<file path="config.mk">
export PLATFORM = sky130hd
export DESIGN_NAME = sentinel_wdt
export DESIGN_NICKNAME = d
export VERILOG_FILES = /design/src/rtl/sentinel_wdt_pkg.sv /design/src/rtl/sentinel_wdt_count.sv /design/src/rtl/sentinel_wdt_regs.sv /design/src/rtl/sentinel_wdt.sv
export SDC_FILE = /design/constraint.sdc
export NUM_CORES = 1
export LEC_CHECK = 0
export ABC_AREA = 1
export BUFFER_PORTS_ARGS = -buffer_cell sky130_fd_sc_hd__buf_2
export CORE_MARGIN = 3
export CORE_UTILIZATION = 35
export DETAILED_ROUTE_END_ITERATION = 8
export HOLD_SLACK_MARGIN = 0.08
export PLACE_DENSITY = 0.56
export RECOVER_POWER = 25
export SLEW_MARGIN = 20
export SYNTH_ARGS = -nofsm -noshare
export SYNTH_HDL_FRONTEND = slang
export SYNTH_SLANG_ARGS = --single-unit
</file>
<file path="constraint.sdc">
create_clock -name clk -period 1.9 [get_ports clk]
set_clock_uncertainty 0.1 [all_clocks]
set_input_delay 0.19 -clock clk [delete_from_list [all_inputs] [get_ports clk]]
set_output_delay 0.19 -clock clk [all_outputs]
set_load 0.05 [all_outputs]
</file>
<file path="src/rtl/sentinel_wdt_pkg.sv">
package sentinel_wdt_pkg;
  // byte offsets inside the register window
  localparam int OFS_KICK   = 'h00;
  localparam int OFS_PERIOD = 'h04;
  localparam int OFS_STATUS = 'h08;
  localparam int OFS_CTRL   = 'h0C;

  // control bit positions
  localparam int CTL_SMI_EN    = 0;
  localparam int CTL_NO_REBOOT = 1;
  localparam int CTL_HALT      = 2;

  // strobes from the register side to the counter
  typedef struct packed {
    logic reload;
    logic run;
  } dpCmd_t;
endpackage

</file>
<file path="src/rtl/sentinel_wdt_count.sv">
module sentinel_wdt_count
  import sentinel_wdt_pkg::*;
#(
  parameter int CNT_W       = 10,
  parameter int PERIOD_INIT = 1023
) (
  input  logic             clk,
  input  logic             rstN,
  input  logic             tick,
  input  dpCmd_t           cmd,
  input  logic [CNT_W-1:0] period,
  output logic [CNT_W-1:0] cnt,
  output logic             expire
);
  logic atZero;
  assign atZero = (cnt == '0);
  // a reload write masks the expiring tick
  assign expire = tick && cmd.run && !cmd.reload && atZero;

  always_ff @(posedge clk or negedge rstN) begin
    if (!rstN)                     cnt <= CNT_W'(PERIOD_INIT);
    else if (cmd.reload || expire) cnt <= period;
    else if (tick && cmd.run)      cnt <= cnt - 1'b1;
  end

  AST_CNT_STEP: assert property (@(posedge clk) disable iff (!rstN)
    (tick && cmd.run && !cmd.reload && !atZero) |=> (cnt == $past(cnt) - 1'b1));
  AST_EXPIRE_LOAD: assert property (@(posedge clk) disable iff (!rstN)
    expire |=> (cnt == $past(period)));
  AST_HALT_FREEZE: assert property (@(posedge clk) disable iff (!rstN)
    (!cmd.run && !cmd.reload) |=> $stable(cnt));
  AST_KICK_LOAD: assert property (@(posedge clk) disable iff (!rstN)
    cmd.reload |=> (cnt == $past(period)));
endmodule

</file>
<file path="src/rtl/sentinel_wdt_regs.sv">
module sentinel_wdt_regs
  import sentinel_wdt_pkg::*;
#(
  parameter int ADDR_W      = 5,
  parameter int DATA_W      = 16,
  parameter int CNT_W       = 10,
  parameter int PERIOD_INIT = 1023
) (
  input  logic              clk,
  input  logic              rstN,
  input  logic              busWe,
  input  logic [ADDR_W-1:0] busAddr,
  input  logic [DATA_W-1:0] busWdata,
  output logic [DATA_W-1:0] busRdata,
  input  logic [CNT_W-1:0]  cnt,
  input  logic              expire,
  output dpCmd_t            cmd,
  output logic [CNT_W-1:0]  period,
  output logic              smiReq,
  output logic              sysRst
);
  logic smiEn, noReboot, halt, firstTo;
  logic selKick, selPeriod, selStatus, selCtrl;
  logic wrKick, wrPeriod, wrStatus, wrCtrl;

  assign selKick   = (busAddr == ADDR_W'(OFS_KICK));
  assign selPeriod = (busAddr == ADDR_W'(OFS_PERIOD));
  assign selStatus = (busAddr == ADDR_W'(OFS_STATUS));
  assign selCtrl   = (busAddr == ADDR_W'(OFS_CTRL));

  assign wrKick   = busWe && selKick;
  assign wrPeriod = busWe && selPeriod;
  assign wrStatus = busWe && selStatus;
  assign wrCtrl   = busWe && selCtrl;

  assign cmd.reload = wrKick;
  assign cmd.run    = !halt;

  always_ff @(posedge clk or negedge rstN) begin
    if (!rstN) begin
      period   <= CNT_W'(PERIOD_INIT);
      smiEn    <= 1'b0;
      noReboot <= 1'b0;
      halt     <= 1'b1;
    end else begin
      if (wrPeriod) period <= busWdata[CNT_W-1:0];
      if (wrCtrl) begin
        smiEn    <= busWdata[CTL_SMI_EN];
        noReboot <= busWdata[CTL_NO_REBOOT];
        halt     <= busWdata[CTL_HALT];
      end
    end
  end

  // expiry tracking, interrupt pulse and sticky reset
  always_ff @(posedge clk or negedge rstN) begin
    if (!rstN) begin
      firstTo <= 1'b0;
      smiReq  <= 1'b0;
      sysRst  <= 1'b0;
    end else begin
      smiReq <= expire && smiEn;
      if (expire && firstTo && !noReboot) sysRst <= 1'b1;
      if (expire)                         firstTo <= 1'b1;
      else if (wrKick)                    firstTo <= 1'b0;
      else if (wrStatus && busWdata[0])   firstTo <= 1'b0;
    end
  end

  always_comb begin
    busRdata = '0;
    if (selKick)   busRdata = DATA_W'(cnt);
    if (selPeriod) busRdata = DATA_W'(period);
    if (selStatus) busRdata[0] = firstTo;
    if (selCtrl) begin
      busRdata[CTL_SMI_EN]    = smiEn;
      busRdata[CTL_NO_REBOOT] = noReboot;
      busRdata[CTL_HALT]      = halt;
    end
  end

  AST_SMI_SOURCE: assert property (@(posedge clk) disable iff (!rstN)
    smiReq |-> $past(expire));
  AST_FLAG_SET: assert property (@(posedge clk) disable iff (!rstN)
    expire |=> firstTo);
  AST_RST_HOLD: assert property (@(posedge clk) disable iff (!rstN)
    sysRst |=> sysRst);
  AST_RST_CAUSE: assert property (@(posedge clk) disable iff (!rstN)
    $rose(sysRst) |-> $past(firstTo));
  AST_NO_REBOOT_BLOCK: assert property (@(posedge clk) disable iff (!rstN)
    (!sysRst && noReboot) |=> !sysRst);
endmodule

</file>
<file path="src/rtl/sentinel_wdt.sv">
module sentinel_wdt
  import sentinel_wdt_pkg::*;
#(
  parameter int ADDR_W      = 5,
  parameter int DATA_W      = 16,
  parameter int CNT_W       = 10,
  parameter int PERIOD_INIT = 1023
) (
  input  logic              clk,
  input  logic              rstN,
  input  logic              tick,
  input  logic              busWe,
  input  logic [ADDR_W-1:0] busAddr,
  input  logic [DATA_W-1:0] busWdata,
  output logic [DATA_W-1:0] busRdata,
  output logic              smiReq,
  output logic              sysRst
);
  dpCmd_t           cmd;
  logic [CNT_W-1:0] period;
  logic [CNT_W-1:0] cnt;
  logic             expire;

  sentinel_wdt_regs #(
    .ADDR_W(ADDR_W), .DATA_W(DATA_W), .CNT_W(CNT_W), .PERIOD_INIT(PERIOD_INIT)
  ) u_regs (
    .clk(clk), .rstN(rstN), .busWe(busWe), .busAddr(busAddr),
    .busWdata(busWdata), .busRdata(busRdata), .cnt(cnt), .expire(expire),
    .cmd(cmd), .period(period), .smiReq(smiReq), .sysRst(sysRst)
  );

  sentinel_wdt_count #(
    .CNT_W(CNT_W), .PERIOD_INIT(PERIOD_INIT)
  ) u_count (
    .clk(clk), .rstN(rstN), .tick(tick), .cmd(cmd), .period(period),
    .cnt(cnt), .expire(expire)
  );
endmodule

</file>
==> results.md, run 1 <==
- Status: finished, final reports clean
- Antenna Nets Post-Route: 0
- Maxcap violations: 0
- Cell depth of the worst flop-to-flop path: 9
- Seq cells post-synth: 26
- Vias per cell: 4.74
- Hold path endpoint: u_regs.period[3]
- Tightest Pin Transition: 0.638 ns
- Initial cell density of the core: 37.1%
- Die Y: 74.9 um
- CTS Buffer Depth: 2
- Netlist cell types: 31
- FF-to-FF setup slack: 0.17 ns
- Wirelength, routed: 3.89 mm
- Tmin final: 1.75 ns
- CP startpoint: u_count.cnt[4]
- I/O pin count: 43
- RSZ-0062 raised after global routing: false
- Seq/Total Area, Yosys: 40.7%
- Crit Path Max Fanout: 4
- Most common cell after layout, fill and taps aside: nand2_1
- Fin Setup TNS: 0 ns
- First-pass GRT wire length: 6.38 mm
- Post-CTS setup buffer count: 0
- Fin. max-slew vios: 0
- Cell Chain, Critical Path: inv_1 > o21ai_0 > buf_2
- Crit path largest cell delay: 0.57 ns
- Final core occ: 44.8%
- DRT Pass-1 Iters: 4
- Power Density: 1020 mW/mm^2
- Fillcell total: 473
- Largest net degree at the start of global routing: 27
- Number of global-route vias before repair: 1,369
- Startpoint Class: flip-flop
- Kind of critical path: flip-flop to primary output
- Drc violations: 0
- Die width: 74.9 um
- Routed len/inst: 12.3 um
- Row count: 24
- DR iter-0 viols: 106
- Core area: 0.00447 sq mm
- Via count: 1,499
- Reg2reg end: u_count.cnt[8]
- Net count, final: 291
- CTS tree: done
- Initial antenna violation count: 0
- Cells after Synth: 222
- Synth-to-layout area growth: 20.6%
- Min-delay src: busWe
- Final hold vios: 0
- Critical path endpoint category: primary output
- Max Clock Freq: 0.572 GHz
- Root Driver: clkbuf_8
- Final Setup Violations: 0
- Maximum VDD drop: 430 uV
- Clk_lat worst skew: 0.28 ns
- H-Tree Level Count: 1
- Power Total: 2.04 mW
- Netlist Area Pre-Place: 0.00166 sq mm
- Hpwl dp: 2.92 mm
- Slew HR: 57.5%
- Yosys warns: 0
- Gr ovfl total: 0
- HP Class: primary input to flip-flop
- Mean Syn Cell Area: 7.48 sq um
- Ant diodes: 0
- CP required: 1.61 ns
- Worst Slack Setup Final: 0.151 ns
- Critical R2R Launch: u_count.cnt[0]
- Overall routing resource usage: 15.0%
- Commonest non-fill, non-tap cells in the layout: nand2_1 (65), buf_2 (29), nand3_1 (28)
- Share of cells above drive strength 1: 29.5%
- Setup WS pre-CTS: 0.175 ns
- Final GP Congestion: 0.799
- Arrival time at the worst endpoint: 1.46 ns
- Clock transition at the registers of the reported paths: 0.10 ns
- Leakage: 1.01 nW
- Clock sinks: 26
- Port Buffer Count: 30
- Slowest stage cell, crit path: dfstp_2
- Die area: 0.00561 sq mm
- Final period util: 92.0%
- Number of cells on the worst hold path: 3
- Total CTS buffers: 3
[synthesized netlist by cell type, drive strengths merged]
cell type / instances / area share, %
a21oi: 6 / 2.0
and3: 1 / 0.38
buf: 11 / 5.1
clkinv: 1 / 0.30
conb: 1 / 0.23
dfrtp: 5 / 7.5
dfstp: 21 / 33
ha: 1 / 0.75
inv: 24 / 5.7
nand2: 71 / 18
nand3: 29 / 8.7
nand3b: 1 / 0.45
nand4: 5 / 2.8
nor2: 25 / 7.0
nor3b: 1 / 0.45
o2111ai: 1 / 0.53
o211ai: 1 / 0.45
o21ai: 15 / 5.2
xor2: 2 / 1.1
[cells by family (layout without fill, tap and decap cells)]
| family | Yosys count | after routing | synth area share (%) |
|---|---|---|---|
| AND/OR/NAND/NOR | 133 | 133 | 37.9 |
| buffers and inverters | 36 | 73 | 11.1 |
| flip-flops | 26 | 26 | 40.7 |
| AO/OA/AOI/OAI | 23 | 23 | 8.21 |
| XOR/XNOR | 2 | 2 | 1.05 |
| adder cells (fa/ha/maj) | 1 | 1 | 0.753 |
| other | 1 | 6 | 0.226 |
[worst max path at each step]
stage | to | slack [ns] | depth (start not counted)
CTS | u_count.cnt[8] | 0.16 | 9
finish | busRdata[4] | 0.15 | 3
global route | busRdata[4] | 0.05 | 3
detailed placement | busRdata[4] | 0.18 | 5
global placement | busRdata[4] | 0.18 | 5
floorplan | busRdata[3] | -0.10 | 3
[report_power, final]
group / internal [mW] / switching (mW) / total, mW
registers: 0.813 / 0.151 / 0.964
clock network: 0.186 / 0.195 / 0.381
logic: 0.260 / 0.435 / 0.694
[stage by stage]
step	instances	hold WS (ns)	instance area (sq um)
floorplan	227	-0.206	1680
global placement	301	0.138	1830
detailed placement	301	0.138	1830
CTS	316	0.152	2000
global route	316	0.165	2000
finish	316	0.152	2000
[critical path: cells and delay by family (launching register included)]
kind | cells | cell delay, ns
AO/OA/AOI/OAI | 1 | 0.23
buffers and inverters | 2 | 0.38
flip-flops | 1 | 0.57
[timing repair]
action                                  4_1_cts  5_1_grt
hold endpoints to repair                     15        0
resized for setup                             0        1
hold buffers                                 11        0
endpoints found under the setup margin        0        1
[layer usage]
layer  GRT usage [%]  vias to the layer above  part of all wire, %
met3            2.40                        2                  2.7
met5               0                        -                    0
met4            4.55                        0                  1.0
met2            24.5                       28                   46
met1            20.5                      684                   50
li1                -                      785                    -
[registers in the layout, summed over array words and instances, names as in the netlist]
name,flops
u_count.cnt,10
u_regs.firstTo,1
u_regs.halt,1
u_regs.noReboot,1
u_regs.period,10
u_regs.smiEn,1
u_regs.smiReq,1
u_regs.sysRst,1
[area by class of cell]
type                       count  area, sq um  share of cell area [%]
clock buffer                   4         55.1                    2.75
tap                           52         65.1                    3.25
sequential                    26          677                    33.8
timing repair buffer          44          283                    14.1
inverter                      25          100                    5.00
multi-input combinational    165          823                    41.1
(Power assumes the default switching activity.)
==> run 2, diff against run 1 <==
--- a/config.mk
+++ b/config.mk
@@ -5,11 +5,12 @@
 export SDC_FILE = /design/constraint.sdc
 export NUM_CORES = 1
 export LEC_CHECK = 0
-export ABC_AREA = 1
+export ABC_AREA = 0
 export BUFFER_PORTS_ARGS = -buffer_cell sky130_fd_sc_hd__buf_2
 export CORE_MARGIN = 3
 export CORE_UTILIZATION = 35
 export DETAILED_ROUTE_END_ITERATION = 8
+export GPL_ROUTABILITY_DRIVEN = 1
 export HOLD_SLACK_MARGIN = 0.08
 export PLACE_DENSITY = 0.56
 export RECOVER_POWER = 25
==> run 2 against run 1 <==
Compared with the run above: via count is 25% lower; synthesized cell count is 39% lower; sequential share of layout area grew 1.0 points; worst hold slack better by 0.067 ns; count of clock-buffer cells in the layout did not move; critical path depth unchanged; utilization rose by 2.1 points; global-route usage is 2.1 points lower; sequential cell count unchanged; critical path type unchanged; largest power group unchanged.
==> results.md, run 2 <==
- Port Buffer Count: 30 (unchanged)
- Net count, final: 211 (-27%)
- DRT Pass-1 Iters: 4 (unchanged)
- Cells after Synth: 135 (-39%)
- Die area: 0.00528 sq mm (-5.9%)
- Die Y: 72.7 um (-3.0%)
- Tmin final: 1.80 ns (+0.0546 ns)
- Critical R2R Launch: u_count.cnt[3]
- First-pass GRT wire length: 5.51 mm (-14%)
- H-Tree Level Count: 1 (unchanged)
- HP Class: primary input to flip-flop
- Total CTS buffers: 3 (unchanged)
- Final hold vios: 0 (unchanged)
- Critical path endpoint category: primary output
- Clock transition at the registers of the reported paths: 0.09 ns (about the same)
- Yosys top cell area share: 35.5% (+2.3 points)
- Post-synth EDFFs: 0 (unchanged)
- Ant diodes: 0 (unchanged)
- Most frequent cell after synthesis: dfstp_2
- Max Clock Freq: 0.555 GHz (-3.0%)
- Initial cell density of the core: 37.5% (+0.39 points)
- Commonest non-fill, non-tap cells in the layout: buf_2 (29), dfstp_2 (21), nor2_1 (12)
- CTS Buffer Depth: 2 (unchanged)
- Row count: 23 (-4.2%)
- Number of global-route vias before repair: 1,190 (-13%)
- Share of cells above drive strength 1: 50.5% (+21 points)
- Kind of critical path: flip-flop to primary output
- Fin Setup TNS: 0 ns (unchanged)
- Drc violations: 0 (unchanged)
- Yosys warns: 0 (unchanged)
- Wirelength, routed: 3.11 mm (-20%)
- I/O pin count: 43 (unchanged)
- Tightest Pin Transition: 0.658 ns (+0.0205 ns)
- RSZ-0062 raised after global routing: false
- Largest net degree at the start of global routing: 27 (unchanged)
- DP Cell Count: 219 (-27%)
- Post-CTS setup buffer count: 0 (unchanged)
- Netlist cell types: 36 (+16%)
- Seq cells post-synth: 26 (unchanged)
- Layout Cells excl Fill: 234 (-26%)
- CTS tree: done
- Min Hold Slack: 0.219 ns (+0.0666 ns)
- Hpwl dp: 2.36 mm (-19%)
- Slew HR: 56.1% (-1.4 points)
- Final Setup Violations: 0 (unchanged)
- Gr ovfl total: 0 (unchanged)
- CP required: 1.61 ns (about the same)
- CP startpoint: u_regs.firstTo
- Final period util: 94.9% (+2.9 points)
- Fin. max-slew vios: 0 (unchanged)
- Final core occ: 46.9% (+2.1 points)
- Synth-to-layout area growth: 24.9%
- Hold-fix buffers, CTS: 11 (unchanged)
- Startpoint Class: flip-flop
- Clk_lat worst skew: 0.26 ns (-0.02 ns)
- Top post-synthesis cells by area: dfstp_2 (35%), mux2_4 (8.7%), dfrtp_1 (8.0%), mux2_2 (8.0%), mux2i_1 (5.8%)
- Synth Flop Type: dfstp_2
- Overall routing resource usage: 13.0% (-2.1 points)
- Top flop regs: u_count.cnt: 10 flops, u_regs.period: 10 flops
- Die width: 72.7 um (-3.0%)
- Status: finished, final reports clean
- Cell taking the most area after synthesis: dfstp_2
- Root Driver: clkbuf_8
- DR iter-0 viols: 22 (-79%)
- Maximum VDD drop: 487 uV (+13%)
- Antenna Nets Post-Route: 0 (unchanged)
- Most common cell after layout, fill and taps aside: buf_2
- Vias per cell: 4.80 (+1.3%)
- Via count: 1,124 (-25%)
- Clock sinks: 26 (unchanged)
- Routed len/inst: 13.3 um (+7.8%)
- Initial antenna violation count: 0 (unchanged)
- Final GP Congestion: 0.747 (-6.5%)
- Core area: 0.00414 sq mm (-7.4%)
- Maxcap violations: 0 (unchanged)
- Post-cts repair resize count: 0 (unchanged)
- Power Density: 1080 mW/mm^2 (+6.0%)
- Netlist Area Pre-Place: 0.00156 sq mm (-6.4%)
- Mean Syn Cell Area: 11.5 sq um (+54%)
- Top cells by instance count after synthesis: dfstp_2 (21), nor2_1 (12), mux2_2 (11)
- Seq/Total Area, Yosys: 43.5% (+2.8 points)
- Min-delay src: busAddr[3]
- Crit Path Max Fanout: 3 (-1)
- Leakage: 0.918 nW (-8.8%)
- Asr flop ratio synth: 100% (unchanged)
- Arrival time at the worst endpoint: 1.51 ns (+0.05 ns)
run 2: per-stage QoR:
stage               power, mW  area (sq um)  setup slack (ns)
finish                   2.10          1940            0.0967
global route             2.25          1940            0.0150
CTS                      2.13          1940            0.0731
detailed placement       1.74          1780             0.146
global placement         1.72          1780             0.154
floorplan                1.56          1570            0.0922
run 2: worst max-delay path, stage by stage, from the launching register on:
cell and delay [ns]:
dfrtp_1 0.40, mux4_1 0.48, and2_1 0.16, buf_2 0.20
run 2: routing by layer:
| metal | global-route usage (%) | share of wire, % | up-vias | wire length, um |
|---|---|---|---|---|
| li1 | - | - | 559 | - |
| met1 | 17.1 | 45 | 544 | 1400 |
| met2 | 22.5 | 51 | 19 | 1580 |
| met3 | 1.79 | 3.2 | 2 | 99 |
| met4 | 3.07 | 0.71 | 0 | 22 |
| met5 | 0 | 0 | - | 0 |
run 2: area by class of cell:
cell class	count	area [sq um]
fillers	407	2200
multi-input cells	98	795
flip-flops and latches	26	677
repair buffers	51	335
well taps	50	62.6
clock buffers	4	55.1
inverters	5	18.8
run 2: cell families after synthesis:
logic type / count (synthesis) / share of synthesized area [%]
fa+ha+maj: 1 / 0.804
buf+inv: 16 / 6.60
other cells: 1 / 0.241
compound gates: 9 / 3.70
simple gates: 44 / 16.5
flops: 26 / 43.5
xor+xnor: 8 / 4.51
mux: 30 / 24.1
run 2: report_power, final:
| part | internal (mW) | switching (mW) | total [mW] |
|---|---|---|---|
| Sequential | 0.838 | 0.192 | 1.03 |
| Clock | 0.185 | 0.173 | 0.358 |
| Combinational | 0.424 | 0.285 | 0.709 |
run 2: final timing paths:
check | end | slack, ns | cells past startpoint
worst min register to register | u_regs.sysRst | 0.38 | 1
worst min-delay path | u_regs.firstTo | 0.22 | 3
worst max-delay path | busRdata[0] | 0.1 | 3
max in group asynchronous | u_regs.firstTo | 0.90 | 2
min in group asynchronous | u_regs.noReboot | 0.39 | 2
worst max register to register | u_count.cnt[1] | 0.15 | 6
